File: config.mk
export PLATFORM = sky130hd
export DESIGN_NAME = nor_cmd_seq
export DESIGN_NICKNAME = d
export VERILOG_FILES = /design/src/rtl/norseq_pkg.sv /design/src/rtl/nor_seq_ctrl.sv /design/src/rtl/nor_seq_dp.sv /design/src/rtl/nor_cmd_seq.sv
export SDC_FILE = /design/constraint.sdc
export NUM_CORES = 1
export LEC_CHECK = 0
export CORE_UTILIZATION = 34
export CTS_CLUSTER_DIAMETER = 100
export DETAILED_ROUTE_END_ITERATION = 7
export GPL_TIMING_DRIVEN = 1
export PLACE_DENSITY = 0.67
export RECOVER_POWER = 100
export SKIP_CTS_REPAIR_TIMING = 1
export SLEW_MARGIN = 25
export SYNTH_ARGS = -nofsm -noshare
export SYNTH_HDL_FRONTEND = slang
export SYNTH_SLANG_ARGS = --single-unit
File: constraint.sdc
create_clock -name clk -period 2 [get_ports clk]
set_clock_uncertainty 0.1 [all_clocks]
set_input_delay 0.3 -clock clk [delete_from_list [all_inputs] [get_ports clk]]
set_output_delay 0.3 -clock clk [all_outputs]
set_load 0.005 [all_outputs]
File: src/rtl/norseq_pkg.sv
package norseq_pkg;

  localparam int CMD_ADDR_W = 11;
  localparam int CMD_DATA_W = 8;
  localparam int CMD_W      = CMD_ADDR_W + CMD_DATA_W;

  typedef enum logic [1:0] {
    ST_IDLE  = 2'd0,
    ST_WRITE = 2'd1,
    ST_HOLD  = 2'd2,
    ST_READ  = 2'd3
  } seqState_t;

  // strobes from control to datapath
  typedef struct packed {
    logic       latchHost;
    logic       useHost;
    logic       isErase;
    logic [2:0] step;
    logic       weLow;
    logic       rdPhase;
    logic       driveDq;
    logic       capRead;
  } seqStrobe_t;

  // command table: {address, data} for each write step
  function automatic logic [CMD_W-1:0] cmdWord(input logic isErase, input logic [2:0] step);
    logic [CMD_W-1:0] w;
    case (step)
      3'd0, 3'd3: w = {11'h555, 8'hAA};
      3'd1, 3'd4: w = {11'h2AA, 8'h55};
      3'd2:       w = isErase ? {11'h555, 8'h80} : {11'h555, 8'hA0};
      3'd5:       w = {11'h555, 8'h10};
      default:    w = '0;
    endcase
    if (!isErase && step == 3'd3) w = '0;
    return w;
  endfunction

endpackage

File: src/rtl/nor_seq_ctrl.sv
module nor_seq_ctrl
  import norseq_pkg::*;
#(
  parameter int RD_CYCLES = 2
) (
  input  logic       clk,
  input  logic       rstN,
  input  logic       rdReq,
  input  logic       pgmReq,
  input  logic       ersReq,
  input  logic       dataStrobe,
  output logic       busy,
  output logic       done,
  output seqStrobe_t ctl
);

  localparam int RD_W = (RD_CYCLES > 1) ? $clog2(RD_CYCLES) : 1;
  localparam logic [RD_W-1:0] RD_LAST = RD_W'(RD_CYCLES - 1);
  localparam logic [2:0] PGM_LAST  = 3'd3;
  localparam logic [2:0] ERS_LAST  = 3'd5;
  localparam logic [2:0] PGM_PAUSE = 3'd2;
  localparam logic [1:0] PH_SETUP  = 2'd0;
  localparam logic [1:0] PH_END    = 2'd2;

  seqState_t       state, stateNx;
  logic            eraseQ, eraseNx;
  logic [2:0]      stepQ, stepNx;
  logic [1:0]      phaseQ, phaseNx;
  logic [RD_W-1:0] rdCntQ, rdCntNx;
  logic            doneNx;
  logic            latchNx;
  logic            capNx;
  logic [2:0]      lastStep;

  assign lastStep = eraseQ ? ERS_LAST : PGM_LAST;

  always_comb begin
    stateNx = state;
    eraseNx = eraseQ;
    stepNx  = stepQ;
    phaseNx = phaseQ;
    rdCntNx = rdCntQ;
    doneNx  = 1'b0;
    latchNx = 1'b0;
    capNx   = 1'b0;
    unique case (state)
      ST_IDLE: begin
        stepNx  = '0;
        phaseNx = PH_SETUP;
        rdCntNx = '0;
        if (ersReq) begin
          stateNx = ST_WRITE;
          eraseNx = 1'b1;
        end else if (pgmReq) begin
          stateNx = ST_WRITE;
          eraseNx = 1'b0;
        end else if (rdReq) begin
          stateNx = ST_READ;
          latchNx = 1'b1;
        end
      end
      ST_WRITE: begin
        if (phaseQ != PH_END) begin
          phaseNx = phaseQ + 2'd1;
        end else if (stepQ == lastStep) begin
          stateNx = ST_IDLE;
          doneNx  = 1'b1;
        end else if (!eraseQ && stepQ == PGM_PAUSE) begin
          stateNx = ST_HOLD;
        end else begin
          stepNx  = stepQ + 3'd1;
          phaseNx = PH_SETUP;
        end
      end
      ST_HOLD: begin
        if (dataStrobe) begin
          latchNx = 1'b1;
          stateNx = ST_WRITE;
          stepNx  = PGM_LAST;
          phaseNx = PH_SETUP;
        end
      end
      ST_READ: begin
        if (rdCntQ == RD_LAST) begin
          capNx   = 1'b1;
          stateNx = ST_IDLE;
          doneNx  = 1'b1;
        end else begin
          rdCntNx = rdCntQ + RD_W'(1);
        end
      end
      default: stateNx = ST_IDLE;
    endcase
  end

  always_ff @(posedge clk) begin
    if (!rstN) begin
      state  <= ST_IDLE;
      eraseQ <= 1'b0;
      stepQ  <= '0;
      phaseQ <= PH_SETUP;
      rdCntQ <= '0;
      done   <= 1'b0;
    end else begin
      state  <= stateNx;
      eraseQ <= eraseNx;
      stepQ  <= stepNx;
      phaseQ <= phaseNx;
      rdCntQ <= rdCntNx;
      done   <= doneNx;
    end
  end

  assign busy = (state != ST_IDLE);

  always_comb begin
    ctl           = '0;
    ctl.latchHost = latchNx;
    ctl.capRead   = capNx;
    ctl.isErase   = eraseQ;
    ctl.step      = stepQ;
    ctl.driveDq   = (state == ST_WRITE);
    ctl.weLow     = (state == ST_WRITE) && phaseQ[0];
    ctl.rdPhase   = (state == ST_READ);
    ctl.useHost   = (state == ST_READ) || (state == ST_WRITE && !eraseQ && stepQ == PGM_LAST);
  end

endmodule

File: src/rtl/nor_seq_dp.sv
module nor_seq_dp
  import norseq_pkg::*;
#(
  parameter int SECT_W = 7,
  parameter int OFF_W  = 15,
  parameter int DATA_W = 16
) (
  input  logic                     clk,
  input  logic                     rstN,
  input  seqStrobe_t               ctl,
  input  logic [SECT_W-1:0]        hostSector,
  input  logic [OFF_W-1:0]         hostOffset,
  input  logic [DATA_W-1:0]        hostData,
  input  logic [DATA_W-1:0]        flashDqIn,
  output logic [SECT_W+OFF_W-1:0]  flashAddr,
  output logic [DATA_W-1:0]        flashDqOut,
  output logic                     flashDqOe,
  output logic                     flashOeN,
  output logic                     flashWeN,
  output logic [DATA_W-1:0]        rdData
);

  localparam int ADDR_W = SECT_W + OFF_W;

  logic [ADDR_W-1:0] hostAddrQ;
  logic [DATA_W-1:0] hostDataQ;
  logic [CMD_W-1:0]  cmd;

  always_ff @(posedge clk) begin
    if (!rstN) begin
      hostAddrQ <= '0;
      hostDataQ <= '0;
      rdData    <= '0;
    end else begin
      if (ctl.latchHost) begin
        hostAddrQ <= {hostSector, hostOffset};
        hostDataQ <= hostData;
      end
      if (ctl.capRead) rdData <= flashDqIn;
    end
  end

  assign cmd        = cmdWord(ctl.isErase, ctl.step);
  assign flashAddr  = ctl.useHost ? hostAddrQ : ADDR_W'(cmd[CMD_W-1:CMD_DATA_W]);
  assign flashDqOut = ctl.useHost ? hostDataQ : DATA_W'(cmd[CMD_DATA_W-1:0]);
  assign flashDqOe  = ctl.driveDq;
  assign flashOeN   = ~ctl.rdPhase;
  assign flashWeN   = ~ctl.weLow;

endmodule

File: src/rtl/nor_cmd_seq.sv
module nor_cmd_seq
  import norseq_pkg::*;
#(
  parameter int SECT_W    = 7,
  parameter int OFF_W     = 15,
  parameter int DATA_W    = 16,
  parameter int RD_CYCLES = 2
) (
  input  logic                    clk,
  input  logic                    rstN,
  input  logic                    rdReq,
  input  logic                    pgmReq,
  input  logic                    ersReq,
  input  logic                    dataStrobe,
  input  logic [SECT_W-1:0]       hostSector,
  input  logic [OFF_W-1:0]        hostOffset,
  input  logic [DATA_W-1:0]       hostData,
  input  logic [DATA_W-1:0]       flashDqIn,
  output logic                    busy,
  output logic                    done,
  output logic [DATA_W-1:0]       rdData,
  output logic [SECT_W+OFF_W-1:0] flashAddr,
  output logic [DATA_W-1:0]       flashDqOut,
  output logic                    flashDqOe,
  output logic                    flashCeN,
  output logic                    flashOeN,
  output logic                    flashWeN
);

  seqStrobe_t ctl;

  nor_seq_ctrl #(.RD_CYCLES(RD_CYCLES)) u_ctrl (
    .clk(clk), .rstN(rstN), .rdReq(rdReq), .pgmReq(pgmReq), .ersReq(ersReq),
    .dataStrobe(dataStrobe), .busy(busy), .done(done), .ctl(ctl)
  );

  nor_seq_dp #(.SECT_W(SECT_W), .OFF_W(OFF_W), .DATA_W(DATA_W)) u_dp (
    .clk(clk), .rstN(rstN), .ctl(ctl), .hostSector(hostSector), .hostOffset(hostOffset),
    .hostData(hostData), .flashDqIn(flashDqIn), .flashAddr(flashAddr),
    .flashDqOut(flashDqOut), .flashDqOe(flashDqOe), .flashOeN(flashOeN),
    .flashWeN(flashWeN), .rdData(rdData)
  );

  assign flashCeN = 1'b0;

endmodule

Word-level counts from Yosys, hierarchy flattened
Index checks and enable logic that the tools add are counted.
{"block": "op_classes", "bitwise_logic": 2, "mux": 39, "n_reduce_logical": 19, "eq_ne": 19, "add_sub_neg": 3}
{"op": "19-bit one-hot mux with 4 select lines", "count": 1}
{"op": "2-bit 2-to-1 mux", "count": 12}
{"op": "22-bit 2-to-1 mux", "count": 1}
{"op": "19-bit 2-to-1 mux", "count": 1}
{"op": "16-bit 2-to-1 mux", "count": 1}
{"op": "3-bit 2-to-1 mux", "count": 5}
{"op": "2-bit inequality test (second input constant)", "count": 6}
{"op": "1-bit 2-to-1 mux", "count": 11}
{"op": "5-bit AND reduction", "count": 2}
{"op": "3-bit one-hot mux with 3 select lines", "count": 1}
{"op": "2-bit one-hot mux with 4 select lines", "count": 1}
{"op": "3-bit by 2-bit equality test with 1-bit output (second input constant)", "count": 2}
{"op": "3-bit equality test (second input constant)", "count": 2}
{"op": "6-bit 2-to-1 mux", "count": 1}
{"op": "3-bit by 2-bit inequality test with 1-bit output (second input constant)", "count": 2}
{"op": "1-bit one-hot mux with 2 select lines", "count": 3}
{"op": "2-bit one-hot mux with 3 select lines", "count": 1}
{"op": "2-bit nonzero test", "count": 3}
{"op": "1-bit logical AND", "count": 5}
{"op": "2-bit equality test (second input constant)", "count": 2}
{"op": "4-bit inequality test (second input constant)", "count": 1}
{"op": "4-bit AND reduction", "count": 1}
{"op": "2-bit OR reduction", "count": 2}
{"op": "3-bit by 1-bit adder with 3-bit output (second input constant)", "count": 1}
{"op": "13 further kinds", "count": 14}
{"block": "word_totals", "input_bits": 60, "ff_bits": 64, "wordCells": 91, "out_inout_bits": 60}

Depth between registers and ports, before layout
{"block": "logic_depth", "depth_word": 6, "ltp_mapped": 8}

Cells and area by module
From an unflattened synthesis, not the netlist that was laid out.
{"block": "unflattened", "hier_cells": 346, "hier_area_um2": 3270.6}
{"mod": "nor_seq_dp", "cells_per_inst": 252, "area_per_inst_um2": 2417.3, "n_inst": 1, "seq_area_each_um2": 1081.0}
{"mod": "nor_seq_ctrl", "cells_per_inst": 92, "area_per_inst_um2": 842.1, "n_inst": 1, "seq_area_each_um2": 200.2}
{"mod": "nor_cmd_seq", "cells_per_inst": 2, "area_per_inst_um2": 11.3, "n_inst": 1, "seq_area_each_um2": 0.0}

Worst setup path before layout
No wires, ideal clock.
{"block": "synth_path", "path_kind": "register to output", "from": "register u_ctrl.stepQ[1]", "to": "output port flashAddr[11]", "t_required_ns": 1.600, "path_stages_with_launch": 8, "setup_slack_ns": -0.004, "t_arrival_ns": 1.604, "path_cell_list": "dfxtp_1 -> ha_1 -> ha_1 -> a21oi_1 -> nor2_1 -> buf_2 -> clkbuf_1 -> and2_1"}
{"block": "synth_via", "elab_chain_len": 4}
{"element": "from (decl)", "line_no": "nor_seq_ctrl.sv:27", "rtl": "logic [2:0] stepQ, stepNx;"}
{"element": "from (signal assigned)", "line_no": "nor_seq_ctrl.sv:107", "rtl": "stepQ <= stepNx;"}
{"element": "3-bit by 2-bit equality test with 1-bit output", "line_no": "nor_seq_ctrl.sv:125", "rtl": "ctl.useHost = (state == ST_READ) || (state == ST_WRITE && !eraseQ && stepQ == PGM_LAST);"}
{"element": "1-bit logical AND", "line_no": "nor_seq_ctrl.sv:125"}
{"element": "1-bit logical OR", "line_no": "nor_seq_ctrl.sv:125"}
{"element": "22-bit 2-to-1 mux", "line_no": "nor_seq_dp.sv:44", "rtl": "assign flashAddr = ctl.useHost ? hostAddrQ : ADDR_W'(cmd[CMD_W-1:CMD_DATA_W]);"}
{"element": "to (decl)", "line_no": "nor_cmd_seq.sv:22", "rtl": "output logic [SECT_W+OFF_W-1:0] flashAddr,"}
No other way between the ends.

Worst setup path in the final report
{"block": "layout_path", "from": "register u_ctrl.stepQ[1]", "to": "output port flashAddr[3]"}
{"block": "layout_via", "elab_chain_len": 5, "elab_cells_between_ends": 14, "cone_classes": "eq/ne (5); mux (3); reduce/logical (6)"}
{"element": "3-bit by 1-bit equality test with 1-bit output (tied with other cells)", "line_no": "norseq_pkg.sv:29", "rtl": "case (step)"}
{"element": "2-bit OR reduction", "line_no": "norseq_pkg.sv:29"}
{"element": "19-bit one-hot mux with 4 select lines", "line_no": "norseq_pkg.sv:29"}
{"element": "19-bit 2-to-1 mux", "line_no": "norseq_pkg.sv:36", "rtl": "if (!isErase && step == 3'd3) w = '0;"}
{"element": "22-bit 2-to-1 mux (*)", "line_no": "nor_seq_dp.sv:44"}
Mark *: on every way between the ends. The rest lies on a longest branch, timed or not.

==> qor.yml <==
status: "finished with violations"
violations: "setup timing"
crit_path_start_kind: "flip-flop"
powerDensity_nw_per_um2: 959
antenna_found_initial: 0
root_buffer: "clkbuf_8"
clock.fmax_ghz: 0.393
dp_hpwl_um: 5950
tightest_slew_ps: 583
grtUsageMet1: 0.212
io_buffers: 118
die_w_um: 97.5
fin_crit_sh: 1.27
path_clk_slew_ps: 70
peakVddDrop_mv: 0.447
required_ps: 1600
overflow: 0
met2_usage: 0.317
drcViolationCount: 0
syn_area_um2: 3100
io_pins: 120
synth.area.top_cells: "dfxtp_1 41%, nand2_1 14%, a21oi_1 10%"
synth_edf_count: 0
grt.met3_usage: 0.0633
place_congestion: 0.861
yosysUniqueCellTypes: 48
synth_top_area_frac: 0.413
cts_buffers: 9
insertion_delay_ps: 340
grt_most_used_layer: "met2"
clock_path_buffers: 2
setup_viol: 58
period_needed_ps: 2540
critPathTopFamily: "compound AO/OA/AOI/OAI gates"
crit_path_max_fanout: 5
syn_nets: 461
synth_top_area_cell: "dfxtp_1"
fin_cells: 668
post-place-cells: 626
routed-via-count: 3351
fin_ws_ps: -542
num_rows: 34
ys_async_sr_fraction: 0
leakage_nw: 2.14
tritoncts: "done"
hold_path.class: "reg2reg"
crit_buf_inv: 4
worstSetupEndpointType: "output port"
syn_avg_cell_area_um2: 7.94
drt_iter0_markers: 130
nFillCells: 741
slowest_stage: "dfxtp_4"
maxSlewViolCount: 0
diodes: 0
layout-drive-gt1-share: 0.304
globalRouteTotalUtil: 0.186
max_slew_margin: 0.610
slowest_delay_ps: 380
dieArea_um2: 9510
cts.sinks: 64
via_per_inst: 5.02
synth_flop_cell: "dfxtp_1"
grt_max_degree: 62
fin_total_pwr_mw: 5.07
arrival_ps: 2140
yosysWarnings: 0
crit_type: "reg2out"
start_util: 0.354
grt_pass1_vias: 3161
cts_max_level: 3
ys_ff_latch: 64
grt_pass1_wl_um: 14500
final_antenna_net_count: 0
final_nets: 626
rsz0062_at_grt: "yes"
syn_inst: 391
drt-pass1-iter-count: 4
critical_path.cell_chain: "ha_4 -> ha_4 -> a21o_4 -> a2111oi_4 -> buf_4 -> buf_6 -> buf_6 -> a21o_1 -> clkbuf_2"
seq_area_frac_synth: 0.413
maxCapViolCount: 0
area_delta_synth_final_pct: 70.4
final_hold_viol_count: 0
wirelength_um: 9860
die_h_um: 97.5
wl_per_cell_um: 14.8
coreArea_um2: 8760
[cells in the final DEF, fill, tap and decap left out, drive strengths merged, types with 2 or more instances in the layout]
master,instances
nand2b,4
inv,11
nand2,117
o2bb2ai,3
a21oi,65
ha,10
dlymetal6s2s,2
clkbuf,34
buf,77
nand4b,4
clkdlybuf4s50,77
bufinv,2
a21o,17
nor3b,3
nor2,8
o21ai,5
nand3,3
and2,20
a22oi,2
nor3,3
nor2b,5
dfxtp,64
[state kept, by name, indices dropped and copies added (netlist names)]
signal,count
u_dp.hostAddrQ,22
u_dp.hostDataQ,16
u_dp.rdData,16
u_ctrl.phaseQ,2
u_ctrl.state,2
u_ctrl.rdCntQ,1
u_ctrl.stepQ,3
u_ctrl.eraseQ,1
u_ctrl.done,1
[cells in the mapped netlist (4+ instances only)]
cell type    n
a21o_1      17
a21oi_1     65
and2_1      20
buf_2        8
clkbuf_1    11
dfxtp_1     64
ha_1        10
inv_1       10
nand2_1    117
nand4b_1     4
nor2_1       7
nor2b_1      5
o21ai_1      4
[layout make-up]
type	instances	area, um2	area share
Sequential cell	64	1290	0.244
Clock inverter	3	65.1	0.0123
Inverter	11	41.3	0.00781
Tap cell	108	135	0.0256
Clock buffer	12	155	0.0293
Timing Repair Buffer	179	1720	0.326
Multi-Input combinational cell	291	1880	0.355
[final timing paths]
check / cells after the start / to / start / slack (ps)
max: 9 / flashAddr[3] / u_ctrl.stepQ[1]$_SDFFE_PN0P_ / -540
min reg2reg: 2 / u_dp.hostAddrQ[11]$_SDFFE_PN0P_ / u_dp.hostAddrQ[11]$_SDFFE_PN0P_ / 350
max reg2reg: 8 / u_dp.hostAddrQ[10]$_SDFFE_PN0P_ / u_ctrl.state[0]$_SDFFE_PN0P_ / -30
min: 2 / u_dp.hostAddrQ[11]$_SDFFE_PN0P_ / u_dp.hostAddrQ[11]$_SDFFE_PN0P_ / 350
[tightest hold or removal path, delay by kind of cell, from the launching register on]
kind	cells	cell delay, ps
compound gates	1	50
flops	1	310
simple gates	1	50
[logic make-up after synthesis]
group           share of synthesized area
compound gates                      0.213
fa+ha+maj                          0.0403
buf+inv                            0.0552
flops                               0.413
mux                               0.00323
other cells                       0.00121
simple gates                        0.274
[metal layers]
layer  vias up  wire (um)
met3        18        648
met1      1583       4180
met4         0        198
met5         -          0
li1       1638          -
met2       112       4840
[metrics by stage]
step,hold slack (ps),util,setup slack [ps],area [um2],TNS [ps]
2_1_floorplan,318,-,28.9,3100,0
4_1_cts,348,0.550,-843,4820,-28830
6_report,350,0.603,-542,5290,-12350
5_1_grt,366,0.603,-617,5290,-20480
3_3_place_gp,334,0.525,-377,4600,-11260
3_5_place_dp,339,0.525,-469,4600,-14210
[power by group]
| part | switching, mW | total, mW | internal [mW] |
|---|---|---|---|
| clock network | 0.511 | 1.27 | 0.762 |
| registers | 0.107 | 1.53 | 1.43 |
| logic | 1.09 | 2.26 | 1.18 |
Power figures use the tool's default switching activity.
